<file path="src/rtl/rps_pkg.sv">
package rps_pkg;

  typedef enum logic [3:0] {
    S_IDLE, S_CHK_GO, S_CHK_WAIT, S_PRST, S_LOAD_GO,
    S_LOAD_WAIT, S_SH_RST, S_SH_GO, S_SH_WAIT, S_HALT
  } seq_state_e;

  typedef enum logic [1:0] {
    LOC_NONE   = 2'd0,
    LOC_CTRL   = 2'd1,
    LOC_SHARED = 2'd2,
    LOC_PROC   = 2'd3
  } fault_loc_e;

  // number of set bits in a flag vector
  function automatic int unsigned flag_count(input logic [31:0] v);
    int unsigned n;
    n = 0;
    for (int i = 0; i < 32; i++) begin
      if (v[i]) n++;
    end
    return n;
  endfunction

  // index of the lowest set bit (0 when none)
  function automatic int unsigned first_set(input logic [31:0] v);
    int unsigned r;
    r = 0;
    for (int i = 31; i >= 0; i--) begin
      if (v[i]) r = i;
    end
    return r;
  endfunction

endpackage

</file>
<file path="src/rtl/rps_flag_bank.sv">
module rps_flag_bank #(
  parameter int N_PROC = 4
) (
  input  logic              clk,
  input  logic              rst_n,
  input  logic [N_PROC-1:0] mark_i,
  input  logic [N_PROC-1:0] pixel_i,
  input  logic [N_PROC-1:0] clear_i,
  output logic [N_PROC-1:0] flag_o,
  output logic [N_PROC-1:0] pend_o
);

  generate
    for (genvar g = 0; g < N_PROC; g++) begin : g_slot
      logic flag_q, pend_q;
      // a new mark in the clearing cycle wins
      always_ff @(posedge clk or negedge rst_n) begin
        if (!rst_n) begin
          flag_q <= 1'b0;
          pend_q <= 1'b0;
        end else begin
          flag_q <= mark_i[g] | (flag_q & ~clear_i[g]);
          pend_q <= mark_i[g] | pixel_i[g] | (pend_q & ~clear_i[g]);
        end
      end
      assign flag_o[g] = flag_q;
      assign pend_o[g] = pend_q;
    end
  endgenerate

endmodule

</file>
<file path="src/rtl/rps_seq.sv">
module rps_seq
  import rps_pkg::*;
#(
  parameter int N_PROC    = 4,
  parameter int MULTI_MIN = 2,
  localparam int IDX_W    = (N_PROC > 1) ? $clog2(N_PROC) : 1,
  localparam int STAT_W   = 3 + IDX_W
) (
  input  logic              clk,
  input  logic              rst_n,
  input  logic [N_PROC-1:0] flags_i,
  input  logic [N_PROC-1:0] pend_i,
  input  logic              wdog_i,
  input  logic              chk_done_i,
  input  logic              chk_fail_i,
  input  logic              reload_done_i,
  input  logic              sob_done_i,
  input  logic              sob_fail_i,
  output logic [N_PROC-1:0] clear_o,
  output logic [N_PROC-1:0] chk_start_o,
  output logic [N_PROC-1:0] proc_rst_o,
  output logic [N_PROC-1:0] reload_o,
  output logic              sob_rst_o,
  output logic              sob_start_o,
  output logic [STAT_W-1:0] status_o
);

  seq_state_e        st_q, st_d;
  fault_loc_e        loc_q, loc_d;
  logic [IDX_W-1:0]  idx_q, idx_d, fidx_q, fidx_d;
  logic              retry_q, retry_d, sh_ok_q, sh_ok_d, reprog_q, reprog_d;
  logic [N_PROC-1:0] sel;
  logic              many_flags;
  logic              chk_pass_ev, chk_fail_ev;

  assign sel         = N_PROC'(1) << idx_q;
  assign many_flags  = int'(flag_count(32'(flags_i))) >= MULTI_MIN;
  assign chk_pass_ev = (st_q == S_CHK_WAIT) && chk_done_i && !chk_fail_i;
  assign chk_fail_ev = (st_q == S_CHK_WAIT) && chk_done_i && chk_fail_i;

  always_comb begin
    st_d     = st_q;
    idx_d    = idx_q;
    retry_d  = retry_q;
    sh_ok_d  = sh_ok_q && many_flags;
    reprog_d = reprog_q;
    loc_d    = loc_q;
    fidx_d   = fidx_q;
    case (st_q)
      S_IDLE: begin
        if (many_flags && !sh_ok_q) begin
          st_d = S_SH_RST;
        end else if (pend_i != '0) begin
          idx_d   = IDX_W'(first_set(32'(pend_i)));
          retry_d = 1'b0;
          st_d    = S_CHK_GO;
        end
      end
      S_CHK_GO:  st_d = S_CHK_WAIT;
      S_CHK_WAIT: begin
        if (chk_pass_ev) begin
          st_d = S_IDLE;
        end else if (chk_fail_ev && !retry_q) begin
          st_d = S_PRST;
        end else if (chk_fail_ev) begin
          st_d     = S_HALT;
          reprog_d = 1'b1;
          loc_d    = LOC_PROC;
          fidx_d   = idx_q;
        end
      end
      S_PRST:    st_d = S_LOAD_GO;
      S_LOAD_GO: st_d = S_LOAD_WAIT;
      S_LOAD_WAIT: begin
        if (reload_done_i) begin
          retry_d = 1'b1;
          st_d    = S_CHK_GO;
        end
      end
      S_SH_RST: st_d = S_SH_GO;
      S_SH_GO:  st_d = S_SH_WAIT;
      S_SH_WAIT: begin
        if (sob_done_i && sob_fail_i) begin
          st_d     = S_HALT;
          reprog_d = 1'b1;
          loc_d    = LOC_SHARED;
        end else if (sob_done_i) begin
          sh_ok_d = 1'b1;
          st_d    = S_IDLE;
        end
      end
      S_HALT:  st_d = S_HALT;
      default: st_d = S_IDLE;
    endcase
    if (wdog_i && st_q != S_HALT) begin
      st_d     = S_HALT;
      reprog_d = 1'b1;
      loc_d    = LOC_CTRL;
      fidx_d   = '0;
    end
  end

  always_ff @(posedge clk or negedge rst_n) begin
    if (!rst_n) begin
      st_q     <= S_IDLE;
      idx_q    <= '0;
      retry_q  <= 1'b0;
      sh_ok_q  <= 1'b0;
      reprog_q <= 1'b0;
      loc_q    <= LOC_NONE;
      fidx_q   <= '0;
    end else begin
      st_q     <= st_d;
      idx_q    <= idx_d;
      retry_q  <= retry_d;
      sh_ok_q  <= sh_ok_d;
      reprog_q <= reprog_d;
      loc_q    <= loc_d;
      fidx_q   <= fidx_d;
    end
  end

  assign clear_o     = chk_pass_ev ? sel : '0;
  assign chk_start_o = (st_q == S_CHK_GO)  ? sel : '0;
  assign proc_rst_o  = (st_q == S_PRST)    ? sel : '0;
  assign reload_o    = (st_q == S_LOAD_GO) ? sel : '0;
  assign sob_rst_o   = (st_q == S_SH_RST);
  assign sob_start_o = (st_q == S_SH_GO);
  assign status_o    = {fidx_q, loc_q, reprog_q};

endmodule

</file>
<file path="src/rtl/rps_recovery_seq.sv">
module rps_recovery_seq #(
  parameter int N_PROC    = 4,
  parameter int MULTI_MIN = 2,
  localparam int IDX_W    = (N_PROC > 1) ? $clog2(N_PROC) : 1,
  localparam int STAT_W   = 3 + IDX_W
) (
  input  logic              clk,
  input  logic              rst_n,
  input  logic [N_PROC-1:0] err_mark_i,
  input  logic [N_PROC-1:0] pixel_done_i,
  input  logic              wdog_i,
  input  logic              chk_done_i,
  input  logic              chk_fail_i,
  input  logic              reload_done_i,
  input  logic              sob_done_i,
  input  logic              sob_fail_i,
  output logic [N_PROC-1:0] err_flag_o,
  output logic [N_PROC-1:0] chk_start_o,
  output logic [N_PROC-1:0] proc_rst_o,
  output logic [N_PROC-1:0] reload_o,
  output logic              sob_rst_o,
  output logic              sob_start_o,
  output logic [STAT_W-1:0] status_o
);

  logic [N_PROC-1:0] pend_w;
  logic [N_PROC-1:0] clear_w;

  rps_flag_bank #(.N_PROC(N_PROC)) u_flags (
    .clk     (clk),
    .rst_n   (rst_n),
    .mark_i  (err_mark_i),
    .pixel_i (pixel_done_i),
    .clear_i (clear_w),
    .flag_o  (err_flag_o),
    .pend_o  (pend_w)
  );

  rps_seq #(.N_PROC(N_PROC), .MULTI_MIN(MULTI_MIN)) u_seq (
    .clk           (clk),
    .rst_n         (rst_n),
    .flags_i       (err_flag_o),
    .pend_i        (pend_w),
    .wdog_i        (wdog_i),
    .chk_done_i    (chk_done_i),
    .chk_fail_i    (chk_fail_i),
    .reload_done_i (reload_done_i),
    .sob_done_i    (sob_done_i),
    .sob_fail_i    (sob_fail_i),
    .clear_o       (clear_w),
    .chk_start_o   (chk_start_o),
    .proc_rst_o    (proc_rst_o),
    .reload_o      (reload_o),
    .sob_rst_o     (sob_rst_o),
    .sob_start_o   (sob_start_o),
    .status_o      (status_o)
  );

endmodule

</file>
<file path="config.mk">
export PLATFORM = sky130hd
export DESIGN_NAME = rps_recovery_seq
export DESIGN_NICKNAME = d
export VERILOG_FILES = /design/src/rtl/rps_pkg.sv /design/src/rtl/rps_flag_bank.sv /design/src/rtl/rps_seq.sv /design/src/rtl/rps_recovery_seq.sv
export SDC_FILE = /design/constraint.sdc
export NUM_CORES = 1
export LEC_CHECK = 0
export ABC_AREA = 0
export BUFFER_PORTS_ARGS = -buffer_cell sky130_fd_sc_hd__buf_2
export CORE_MARGIN = 5
export CORE_UTILIZATION = 38
export DETAILED_ROUTE_END_ITERATION = 8
export GPL_TIMING_DRIVEN = 1
export PLACE_DENSITY = 0.68
export RECOVER_POWER = 25
export SLEW_MARGIN = 20
export SYNTH_ARGS = -nofsm -noshare
export SYNTH_HDL_FRONTEND = slang
export SYNTH_SLANG_ARGS = --single-unit
</file>
<file path="constraint.sdc">
create_clock -name clk -period 2.7 [get_ports clk]
set_input_delay 0.54 -clock clk [delete_from_list [all_inputs] [get_ports clk]]
set_output_delay 0.54 -clock clk [all_outputs]
set_load 0.02 [all_outputs]
</file>
# ---- Yosys cells after proc, flatten, opt, wreduce, memory -nomap -nowiden
# Index checks and enable logic that the tools add are counted.
dict set report op_classes {
  addsub 3
  n_bitwise 25
  reduce_logical 22
  magnitude_cmp 1
  n_mux 46
  shifts 1
  n_eq_ne 23
}
# operator count
set op_table {}
lappend op_table {{$mux 32} 3}
lappend op_table {{$add 32x1->32 const B} 2}
lappend op_table {{$mux 4} 13}
lappend op_table {{$pmux 4 s10} 1}
lappend op_table {{$ge 32x3->1 const B} 1}
lappend op_table {{$mux 2} 14}
lappend op_table {{$eq 4x3->1 const B} 4}
lappend op_table {{$mux 1} 12}
lappend op_table {{$or 1x1->1} 12}
lappend op_table {{$reduce_and 4->1} 3}
lappend op_table {{$and 1x1->1} 8}
lappend op_table {{$eq 4x2->1 const B} 2}
lappend op_table {{$eq 4x4->1 const B} 2}
lappend op_table {{$logic_and 1x1->1} 8}
lappend op_table {{$ne 2x2->1 const B} 4}
lappend op_table {{$ne 3x2->1 const B} 2}
lappend op_table {{$ne 3x3->1 const B} 2}
lappend op_table {{$reduce_bool 2->1} 3}
lappend op_table {{$ne 5x3->1 const B} 1}
lappend op_table {{$not 1->1} 5}
lappend op_table {{$reduce_and 5->1} 1}
lappend op_table {{$eq 4x1->1 const B} 1}
lappend op_table {{$logic_not 4->1} 1}
lappend op_table {{$ne 4x1->1 const B} 1}
lappend op_table {{other kinds (12)} 15}
dict set report word_totals {
  word_cells 136
  reg_bits 21
}

# ---- Longest topological paths before layout
# Gate-level depths: netlist of run 1.
dict set report depth {
  depth_word 12
  depth_mapped 9
}

# ---- Modules after synthesis
# Synthesis of run 1 repeated with hierarchy kept, for this count alone.
dict set report unflattened {
  cells_unflattened 158
  area_unflattened_um2 1345.0
}
# mod cells_per_inst n_inst area_per_inst_um2
set by_module_without_submodules {}
lappend by_module_without_submodules {rps_seq 130 1 1003.5}
lappend by_module_without_submodules {rps_flag_bank 28 1 341.6}

# ---- Worst setup path before layout of run 1
# Ideal clock, no wire load.
dict set report synth_timing {
  kind {flip-flop to flip-flop}
  from {register u_flags.g_slot[1].flag_q}
  to {register u_seq.st_q[3]}
  path_buffers 0
  setup_time_ps 79
  path_slack_ps 514
  synth_period_minus_slack_ps 2186
  path_stages_with_launch 10
  arrival_ps 2107
  t_required_ps 2621
  cell_sequence {dfrtp_1 -> inv_1 -> ha_1 -> xor2_1 -> ha_1 -> and4_1 -> o21ai_1 -> o211ai_2 -> a31oi_1 -> mux2i_1}
}
dict set report synth_between {
  elab_chain_cells 10
  word_cells_on_any_way 12
}
# item line_no
set synth_rtl {}
lappend synth_rtl {{from (decl)} rps_flag_bank.sv:15} ;# logic flag_q, pend_q;
lappend synth_rtl {{from (signal assigned)} rps_flag_bank.sv:22} ;# flag_q <= mark_i[g] | (flag_q & ~clear_i[g]);
lappend synth_rtl {{$mux 32 (*)} rps_pkg.sv:20} ;# if (v[i]) n++;
lappend synth_rtl {{$add 32x1->32} rps_pkg.sv:20}
lappend synth_rtl {{$mux 32 (*)} rps_pkg.sv:20}
lappend synth_rtl {{$add 32x1->32} rps_pkg.sv:20}
lappend synth_rtl {{$mux 32 (*)} rps_pkg.sv:20}
lappend synth_rtl {{$ge 32x3->1 (*)} rps_seq.sv:37} ;# assign many_flags = int'(flag_count(32'(flags_i))) >= MULTI_MIN;
lappend synth_rtl {{$logic_and 1x1->1 (*)} rps_seq.sv:51} ;# if (many_flags && !sh_ok_q) begin
lappend synth_rtl {{$mux 4} rps_seq.sv:51}
lappend synth_rtl {{$pmux 4 s10} rps_seq.sv:49} ;# case (st_q)
lappend synth_rtl {{$mux 4} rps_seq.sv:95} ;# if (wdog_i && st_q != S_HALT) begin
lappend synth_rtl {{to (signal assigned)} rps_seq.sv:113} ;# st_q <= st_d;
lappend synth_rtl {{to (decl)} rps_seq.sv:28} ;# seq_state_e st_q, st_d;
# Every way passes the cells marked *; elsewhere a longest branch is shown, timed or not.
# A chain may end at the register's enable or synchronous reset.

# ---- Worst setup path after layout of run 1
# Ends and elaborated chain as after synthesis.

==> parameters.txt, run 1 <==
Parameter                              Value

STA
  Crit path time final    around 2.4 ns
  Normalized max-slew margin    approximately a fifth
  Final hold vios    0
  Worst path setup slack after routing    around 0.25 ns
  Post-Route Skew    approximately 0.0047 ns
  Fmax    slightly above 400 MHz
  Final Setup Violations    0
  Final setup TNS    0 ns
  Count of pins over their slew limit    0
  Unrepaired setup endpoints after global routing    no
  Measured slew at the worst slew-check pin    1.18 ns
  Final clock period utilization by the worst path    90.7%

Floorplanning
  Core Rows    22
  I/O pin count    39
  Core region area    about 3700 sq um
  Initial Utilization    between 30% and 40%
  Die Y-Extent    slightly above 70 um
  Die Wd    71.4 um
  Die area    about 5000 sq um

Setup path
  Launching point of the worst reg2reg path    u_flags.g_slot[1].flag_q
  Worst setup path category    reg -> reg
  Critical path arrival    approximately 2.6 ns
  Maximum fanout along the worst path    6
  Critical path required time    between 2 and 3 ns
  Register-to-register path setup slack    ~0.25 ns
  Cells on worst reg2reg path    9
  Critical path capture point type    flip-flop
  Crit start category    flip-flop
  End of the worst register-to-register path    u_seq.st_q[3]

Detailed routing
  Final WL    around 3.6 mm
  DRT iter0 DRCs    88
  Number of vias after detailed routing    1342
  Mean number of vias per cell    about 5.4
  Drc violations    0
  Antenna viol nets, final    0
  Detailed-router iteration count before antenna repair    4
  Average wire per cell in the routed design    about 14 um

Clock network
  Number of buffers inserted during clock tree synthesis    3
  Number of gates resized after cts    0
  CTS tree    built
  CTS sink cnt    21
  H-tree lvl count    1
  Post-cts hold buffer count    0
  Clock Tree Root    clkbuf_8
  Clock latency on the worst-skew pair    between 0.2 and 0.3 ns
  Buffers from clock root to sink, at most    2
  Post-CTS setup buffer count    0
  Clock input transition at the sequential cells of the worst setup and hold paths    roughly 0.08 ns

Layout
  Final cell utilization of the core    approximately 45%
  Antenna cells    0
  Count of non-filler cells in the finished layout    247
  Total number of nets in the final design    between 200 and 250
  Area delta synth->final    16.0%
  Share of post-route cells with drive strength above 1    between 20% and 30%

Worst hold path
  Hold Path Origin    pixel_done_i[3]
  Path type of the worst min-delay path    in -> reg
  Hold-critical path depth    2
  Sink of the worst hold path    u_flags.g_slot[3].pend_q

Global routing
  Total global routing track utilization    15.1%
  Met1 routing resource usage after global routing    20.0%
  Pin count of the biggest net entering global routing    22
  Met2 track demand over resource in global routing    roughly a quarter
  Initial antenna violation count    0
  GRT overflow    0
  Met3 layer usage reported by global route    about 3.5%
  Most congested layer reported by global routing    met2
  First-pass GRT wire length    around 6.2 mm
  Vias in the first global route    ~1300

Placed design
  Port Buffers    38
  Placement-stage worst setup slack    between 0.2 and 0.3 ns
  Instance count after placement with tap cells included    between 200 and 250
  DP Wirelength    approximately 2.8 mm
  Placer's final routability congestion estimate    between 0.8 and 0.9

Synth
  Post-synthesis async set-or-reset flop share    between 90% and 100%
  Primary flip-flop cell chosen by synthesis mapping    dfrtp_1
  Cell Area, Synth    1430 sq um
  Number of synthesized register bits    21
  Gate count after technology mapping    approximately 170
  Net Count, Synth    188
  Synth warn    0
  Synthesized area divided by synthesized cell count    approximately 8.5 sq um
  Part of the Yosys area used for sequential elements    roughly 37%
  Number of enable-type register cells in the synthesized netlist    0
  Synth cell types    43

Power
  Power per cell area    approximately 750 nW/um^2
  Leakage dissipation    0.000729 uW
  Worst supply voltage drop on vdd    0.326 mV

Run
  Max-capacitance violation count    0

Outcome
  Run status    finished clean
[metrics by stage]
| stage | instance area (sq um) | hold WS (ns) | total power [uW] |
|---|---|---|---|
| final | 1660 | 0.470 | 1250 |
| after global routing | 1660 | 0.463 | 1360 |
| after CTS | 1660 | 0.254 | 1260 |
| after detailed placement | 1620 | 0.460 | 1050 |
| after global placement | 1620 | 0.457 | 1040 |
| after floorplan | 1430 | 0.244 | 911 |
[how the worst max path moves through the flow]
stage                                   from       endpoint  slack (ns)  depth (start not counted)
global route        u_flags.g_slot[1].flag_q  u_seq.st_q[3]        0.05                          9
floorplan           u_flags.g_slot[1].flag_q  u_seq.st_q[3]        0.51                          9
global placement    u_flags.g_slot[1].flag_q  u_seq.st_q[3]        0.37                          9
CTS                 u_flags.g_slot[1].flag_q  u_seq.st_q[3]        0.26                          9
finish              u_flags.g_slot[1].flag_q  u_seq.st_q[3]        0.25                          9
detailed placement  u_flags.g_slot[1].flag_q  u_seq.st_q[3]        0.29                          9
[sequential cells by signal, indices dropped and copies added, names as in the netlist]
register               cells
u_seq.loc_q                2
u_seq.idx_q                2
u_seq.st_q                 4
u_seq.sh_ok_q              1
u_flags.g_slot.flag_q      4
u_seq.reprog_q             1
u_seq.fidx_q               2
u_flags.g_slot.pend_q      4
u_seq.retry_q              1
[layer usage]
layer / share of wire [%] / vias to the layer above
li1: - / 657
met4: 1.3 / 0
met1: 44 / 633
met2: 47 / 46
met5: 0 / -
met3: 7.3 / 6
[cells in the final DEF (no fill, tap or decap), types with 3 or more instances in the layout]
cell type  count
buf_2         37
dfrtp_1       21
nor2_1        19
inv_1         10
nand2_1       10
a21oi_1       10
nand2b_1       7
a31oi_1        7
nor2b_1        6
a21o_1         6
nor3_1         5
a211o_1        4
or2_2          4
ha_1           4
nand3_1        3
o21ai_1        3
o21ai_0        3
clkbuf_8       3
[synthesized netlist by cell type, types with 2 or more instances]
cell type / instances / area [sq um]
dfrtp_1: 21 / 526
nor2_1: 19 / 71.3
a21oi_1: 10 / 50.1
inv_1: 10 / 37.5
nand2_1: 10 / 37.5
a31oi_1: 7 / 43.8
nand2b_1: 7 / 43.8
a21o_1: 6 / 45.0
nor2b_1: 6 / 37.5
buf_4: 5 / 37.5
nor3_1: 5 / 25.0
a211o_1: 4 / 35.0
buf_2: 4 / 20.0
ha_1: 4 / 50.1
or2_2: 4 / 25.0
clkbuf_1: 3 / 11.3
nand3_1: 3 / 15.0
o21ai_0: 3 / 15.0
o21ai_1: 3 / 15.0
a211oi_1: 2 / 15.0
a32oi_1: 2 / 17.5
and3b_1: 2 / 17.5
mux2i_1: 2 / 20.0
nand3b_1: 2 / 15.0
nor4_1: 2 / 12.5
o21a_1: 2 / 15.0
o22ai_1: 2 / 12.5
o32a_1: 2 / 20.0
or3_1: 2 / 12.5
[cell families (layout without fill, tap and decap cells)]
family	Yosys count	after routing	synth area share, %
simple gates	68	68	25.5
compound gates	48	48	23.3
buf+inv	23	54	8.22
flops	21	21	36.7
fa+ha+maj	4	4	3.50
mux	3	3	2.19
xor+xnor	1	1	0.612
[layout make-up]
cell class	instances	area, sq um
clock buffer	4	45.0
fill	366	2000
inverter	10	37.5
multi-input combinational	124	788
sequential	21	526
tap	48	60.1
timing repair buffer	40	204
[where the power goes]
group          switching [uW]  internal (uW)  leakage [uW]  total (uW)
Clock                     102            105     0.0000228         207
Sequential                149            376      0.000224         526
Combinational             289            229      0.000483         518
Total                     541            710      0.000729        1250
[critical path, stage by stage (launching register included)]
cell	delay, ns
dfrtp_1	0.42
inv_1	0.06
ha_1	0.34
xor2_1	0.19
ha_1	0.21
and4_1	0.20
o21ai_1	0.19
o211ai_2	0.19
a31oi_1	0.36
mux2i_1	0.22
Note: power is estimated with default switching activity, not from simulation.
==> run 2, diff against run 1 <==
ABC_AREA = 1   (was 0)
==> run 2 against run 1 <==
  * Cell count rose by 14%
  * Routed wire length fell by 13%
  * Power fell by 5.8%
  * Combinational power rose by 2%
  * Die area fell by 0.15%
  * Sequential cell count did not move
  * Count of clock-buffer cells in the layout fell by 1
  * Critical endpoint is now reload_o[1]
  * Global-route usage fell by 1.7 points
  * Synthesized cell count rose by 18%
  * Utilization rose by 0.17 points
  * Clock skew rose by 0.0040 ns
==> parameters.txt, run 2 <==
Parameter                              Value

Global routing
  Met1 routing resource usage after global routing    16.1% (-3.9 points)
  Vias in the first global route    1294 (-1.1%)
  GRT overflow    0 (unchanged)
  First-pass GRT wire length    5.47 mm (-12%)
  Met3 layer usage reported by global route    2.52% (-0.98 points)
  Initial antenna violation count    0 (unchanged)
  Total global routing track utilization    13.4% (-1.7 points)
  Met2 track demand over resource in global routing    22.8% (-1.8 points)
  Pin count of the biggest net entering global routing    22 (unchanged)
  Most congested layer reported by global routing    met2

Detailed routing
  Number of vias after detailed routing    1292 (-3.7%)
  Average wire per cell in the routed design    11.1 um (-23%)
  DRT iter0 DRCs    93 (+5.7%)
  Drc violations    0 (unchanged)
  Detailed-router iteration count before antenna repair    4 (unchanged)
  Final WL    3.11 mm (-13%)
  Mean number of vias per cell    4.60 (-15%)
  Antenna viol nets, final    0 (unchanged)

Synth
  Number of synthesized register bits    21 (unchanged)
  Part of the Yosys area used for sequential elements    36.8% (+0.064 points)
  Cell Area, Synth    1430 sq um (-0.17%)
  Cells taking the most area after synthesis    dfrtp_1 (37%), nand2_1 (12%), nor2_1 (8.1%)
  Synthesized area divided by synthesized cell count    7.22 sq um (-15%)
  Number of enable-type register cells in the synthesized netlist    0 (unchanged)
  Gate count after technology mapping    198 (+18%)
  Synth warn    0 (unchanged)
  Most common cell in the synthesized netlist    nand2_1
  Synth cell types    28 (-35%)
  Post-synthesis async set-or-reset flop share    100% (unchanged)
  Net Count, Synth    218 (+16%)
  Cell taking the most area after synthesis    dfrtp_1
  Top post-synthesis cells by count    nand2_1 (45), nor2_1 (31), inv_1 (29)
  Synth top area share    36.8% (+0.064 points)
  Primary flip-flop cell chosen by synthesis mapping    dfrtp_1

Setup path
  Buf+Inv Stages, Crit Path    1 (unchanged)
  Maximum fanout along the worst path    8 (+2)
  Delay-heaviest family, CP    simple AND/OR/NAND/NOR gates
  Critical path capture point type    output pin
  Critical path required time    2.16 ns (-0.73 ns)
  List of cells traversed by the critical path    nor2_2 > nand2_1 > nor2_1 > buf_2
  Cell type of the slowest stage on the worst timing path    dfrtp_1
  Crit start category    flip-flop
  Worst setup path category    reg -> out
  Delay of the slowest cell on the worst path    0.53 ns (+0.11 ns)
  Critical path arrival    1.57 ns (-1.07 ns)

STA
  Final hold vios    0 (unchanged)
  Crit path time final    2.11 ns (-0.337 ns)
  Final Setup Violations    0 (unchanged)
  Count of pins over their slew limit    0 (unchanged)
  Normalized max-slew margin    23.2% (+2.0 points)
  Worst path setup slack after routing    0.589 ns (+0.337 ns)
  Measured slew at the worst slew-check pin    1.15 ns (-0.0297 ns)
  Final clock period utilization by the worst path    78.2% (-12 points)
  Fmax    474 MHz (+16%)
  Final setup TNS    0 ns (unchanged)
  Post-Route Skew    0.00862 ns (+0.00396 ns)
  Unrepaired setup endpoints after global routing    no

Power
  Combinational power share    44.6% (+3.2 points)
  Sw Share    44.6% (+1.4 points)
  Net load switching power    526 uW (-2.7%)
  Worst supply voltage drop on vdd    0.274 mV (-16%)
  Leakage dissipation    0.000918 uW (+26%)
  Clock network fraction of total power    18.6% (+2.0 points)
  Power per cell area    707 nW/um^2 (-6.2%)
  Sequential Power Share    36.8% (-5.2 points)
  Internal power    652 uW (-8.1%)

Clock network
  Buffers from clock root to sink, at most    2 (unchanged)
  H-tree lvl count    1 (unchanged)
  Post-CTS setup buffer count    0 (unchanged)
  Clock input transition at the sequential cells of the worst setup and hold paths    0.09 ns (about the same)
  CTS sink cnt    21 (unchanged)
  Number of buffers inserted during clock tree synthesis    3 (unchanged)
  Clock Tree Root    clkbuf_8
  Number of gates resized after cts    0 (unchanged)
  CTS tree    built
  Post-cts hold buffer count    0 (unchanged)
  Clock latency on the worst-skew pair    0.27 ns (about the same)

Layout
  Number of filler cells placed in the layout    376 (+2.7%)
  Antenna cells    0 (unchanged)
  Leading cell type in the layout, fill and taps excluded    nand2_1
  Area delta synth->final    16.6%
  Most used cells in the layout excluding fill and tap cells    nand2_1 (45), buf_2 (37), nor2_1 (31)
  Largest registers in the final layout    u_flags.g_slot.flag_q: 4 flops, u_flags.g_slot.pend_q: 4 flops, u_seq.st_q: 4 flops
  Total number of nets in the final design    254 (+15%)
  Share of post-route cells with drive strength above 1    25.8% (+0.63 points)

Placed design
  Placement-stage worst setup slack    0.679 ns (+0.393 ns)
  Placer's final routability congestion estimate    0.908 (+1.6%)
  Port Buffers    38 (unchanged)
  DP Wirelength    2.57 mm (-8.3%)

Run
  Max-capacitance violation count    0 (unchanged)

Floorplanning
  Die Y-Extent    71.3 um (about the same)
  Die area    5090 sq um (-0.15%)
  Core Rows    22 (unchanged)
  Die Wd    71.3 um (about the same)
  Initial Utilization    39.0% (-0.068 points)
  I/O pin count    39 (unchanged)
  Core region area    3660 sq um (unchanged)

Outcome
  Run status    finished clean

Worst hold path
  Path type of the worst min-delay path    in -> reg
run 2: changes by cell type after synthesis, sizes merged, moves of 4 or more:
cell	before	now
nor2	20	37
a211o	4	0
inv	10	32
a21o	6	0
nor2b	6	0
a31oi	7	0
o21ai	6	11
nand4	0	4
nand3	3	20
nand2b	7	0
a21oi	10	3
nand2	10	48
run 2: power groups by stage:
stage                     combinational, uW  clock, uW  sequential (uW)
after floorplan                         427          0              438
after CTS                               530        226              435
after detailed placement                526          0              441
final                                   526        219              434
after global routing                    602        235              445
after global placement                  528          0              440
run 2: area by class of cell:
cell class                 instances  area [sq um]  share of cell area, %
multi-input combinational        138           723                   43.4
clock inverter                     1          7.51                  0.450
clock buffer                       3          41.3                   2.48
tap                               48          60.1                   3.60
sequential                        21           526                   31.5
timing repair buffer              38           189                   11.3
inverter                          32           120                   7.21
run 2: path summary, 6_finish.rpt:
path                                          start                       end  slack (ns)  depth (start not counted)
min in group asynchronous                     rst_n  u_flags.g_slot[0].flag_q        0.47                          1
setup / recovery                      u_seq.st_q[1]               reload_o[1]        0.59                          4
max in group asynchronous                     rst_n            u_seq.idx_q[1]        1.54                          1
hold reg to reg                      u_seq.reprog_q            u_seq.reprog_q        0.47                          1
setup reg to reg           u_flags.g_slot[1].flag_q            u_seq.idx_q[1]        0.66                         12
hold / removal                      pixel_done_i[2]  u_flags.g_slot[2].pend_q        0.45                          3
run 2: kinds of logic after synthesis:
kind of cell,count (synthesis),share of synthesized area (%)
adder cells (fa/ha/maj),4,3.50
AO/OA/AOI/OAI,19,8.32
flip-flops,21,36.8
XOR/XNOR,1,0.613
AND/OR/NAND/NOR,114,38.2
buffers and inverters,39,12.6
run 2: layer usage:
metal / share of wire [%] / up-vias
met4: 3.3 / 0
met3: 3.9 / 6
met1: 44 / 573
li1: - / 688
met5: 0 / -
met2: 49 / 25
run 2: worst reg2reg max path, delay by kind of cell, from the launching register on:
kind | cells | cell delay [ns]
AND/OR/NAND/NOR | 7 | 0.56
flip-flops | 1 | 0.40
XOR/XNOR | 1 | 0.18
buffers and inverters | 2 | 0.17
adder cells (fa/ha/maj) | 2 | 0.61
run 2: per-stage QoR:
stage / util (%) / total power [uW] / instance area, sq um / cells / hold WS [ns]
2_1_floorplan: - / 865 / 1430 / 198 / 0.244
3_3_place_gp: 44.2 / 968 / 1620 / 277 / 0.454
3_5_place_dp: 44.2 / 967 / 1620 / 277 / 0.458
4_1_cts: 45.6 / 1190 / 1670 / 281 / 0.237
5_1_grt: 45.5 / 1280 / 1670 / 281 / 0.462
6_report: 45.5 / 1180 / 1670 / 281 / 0.449
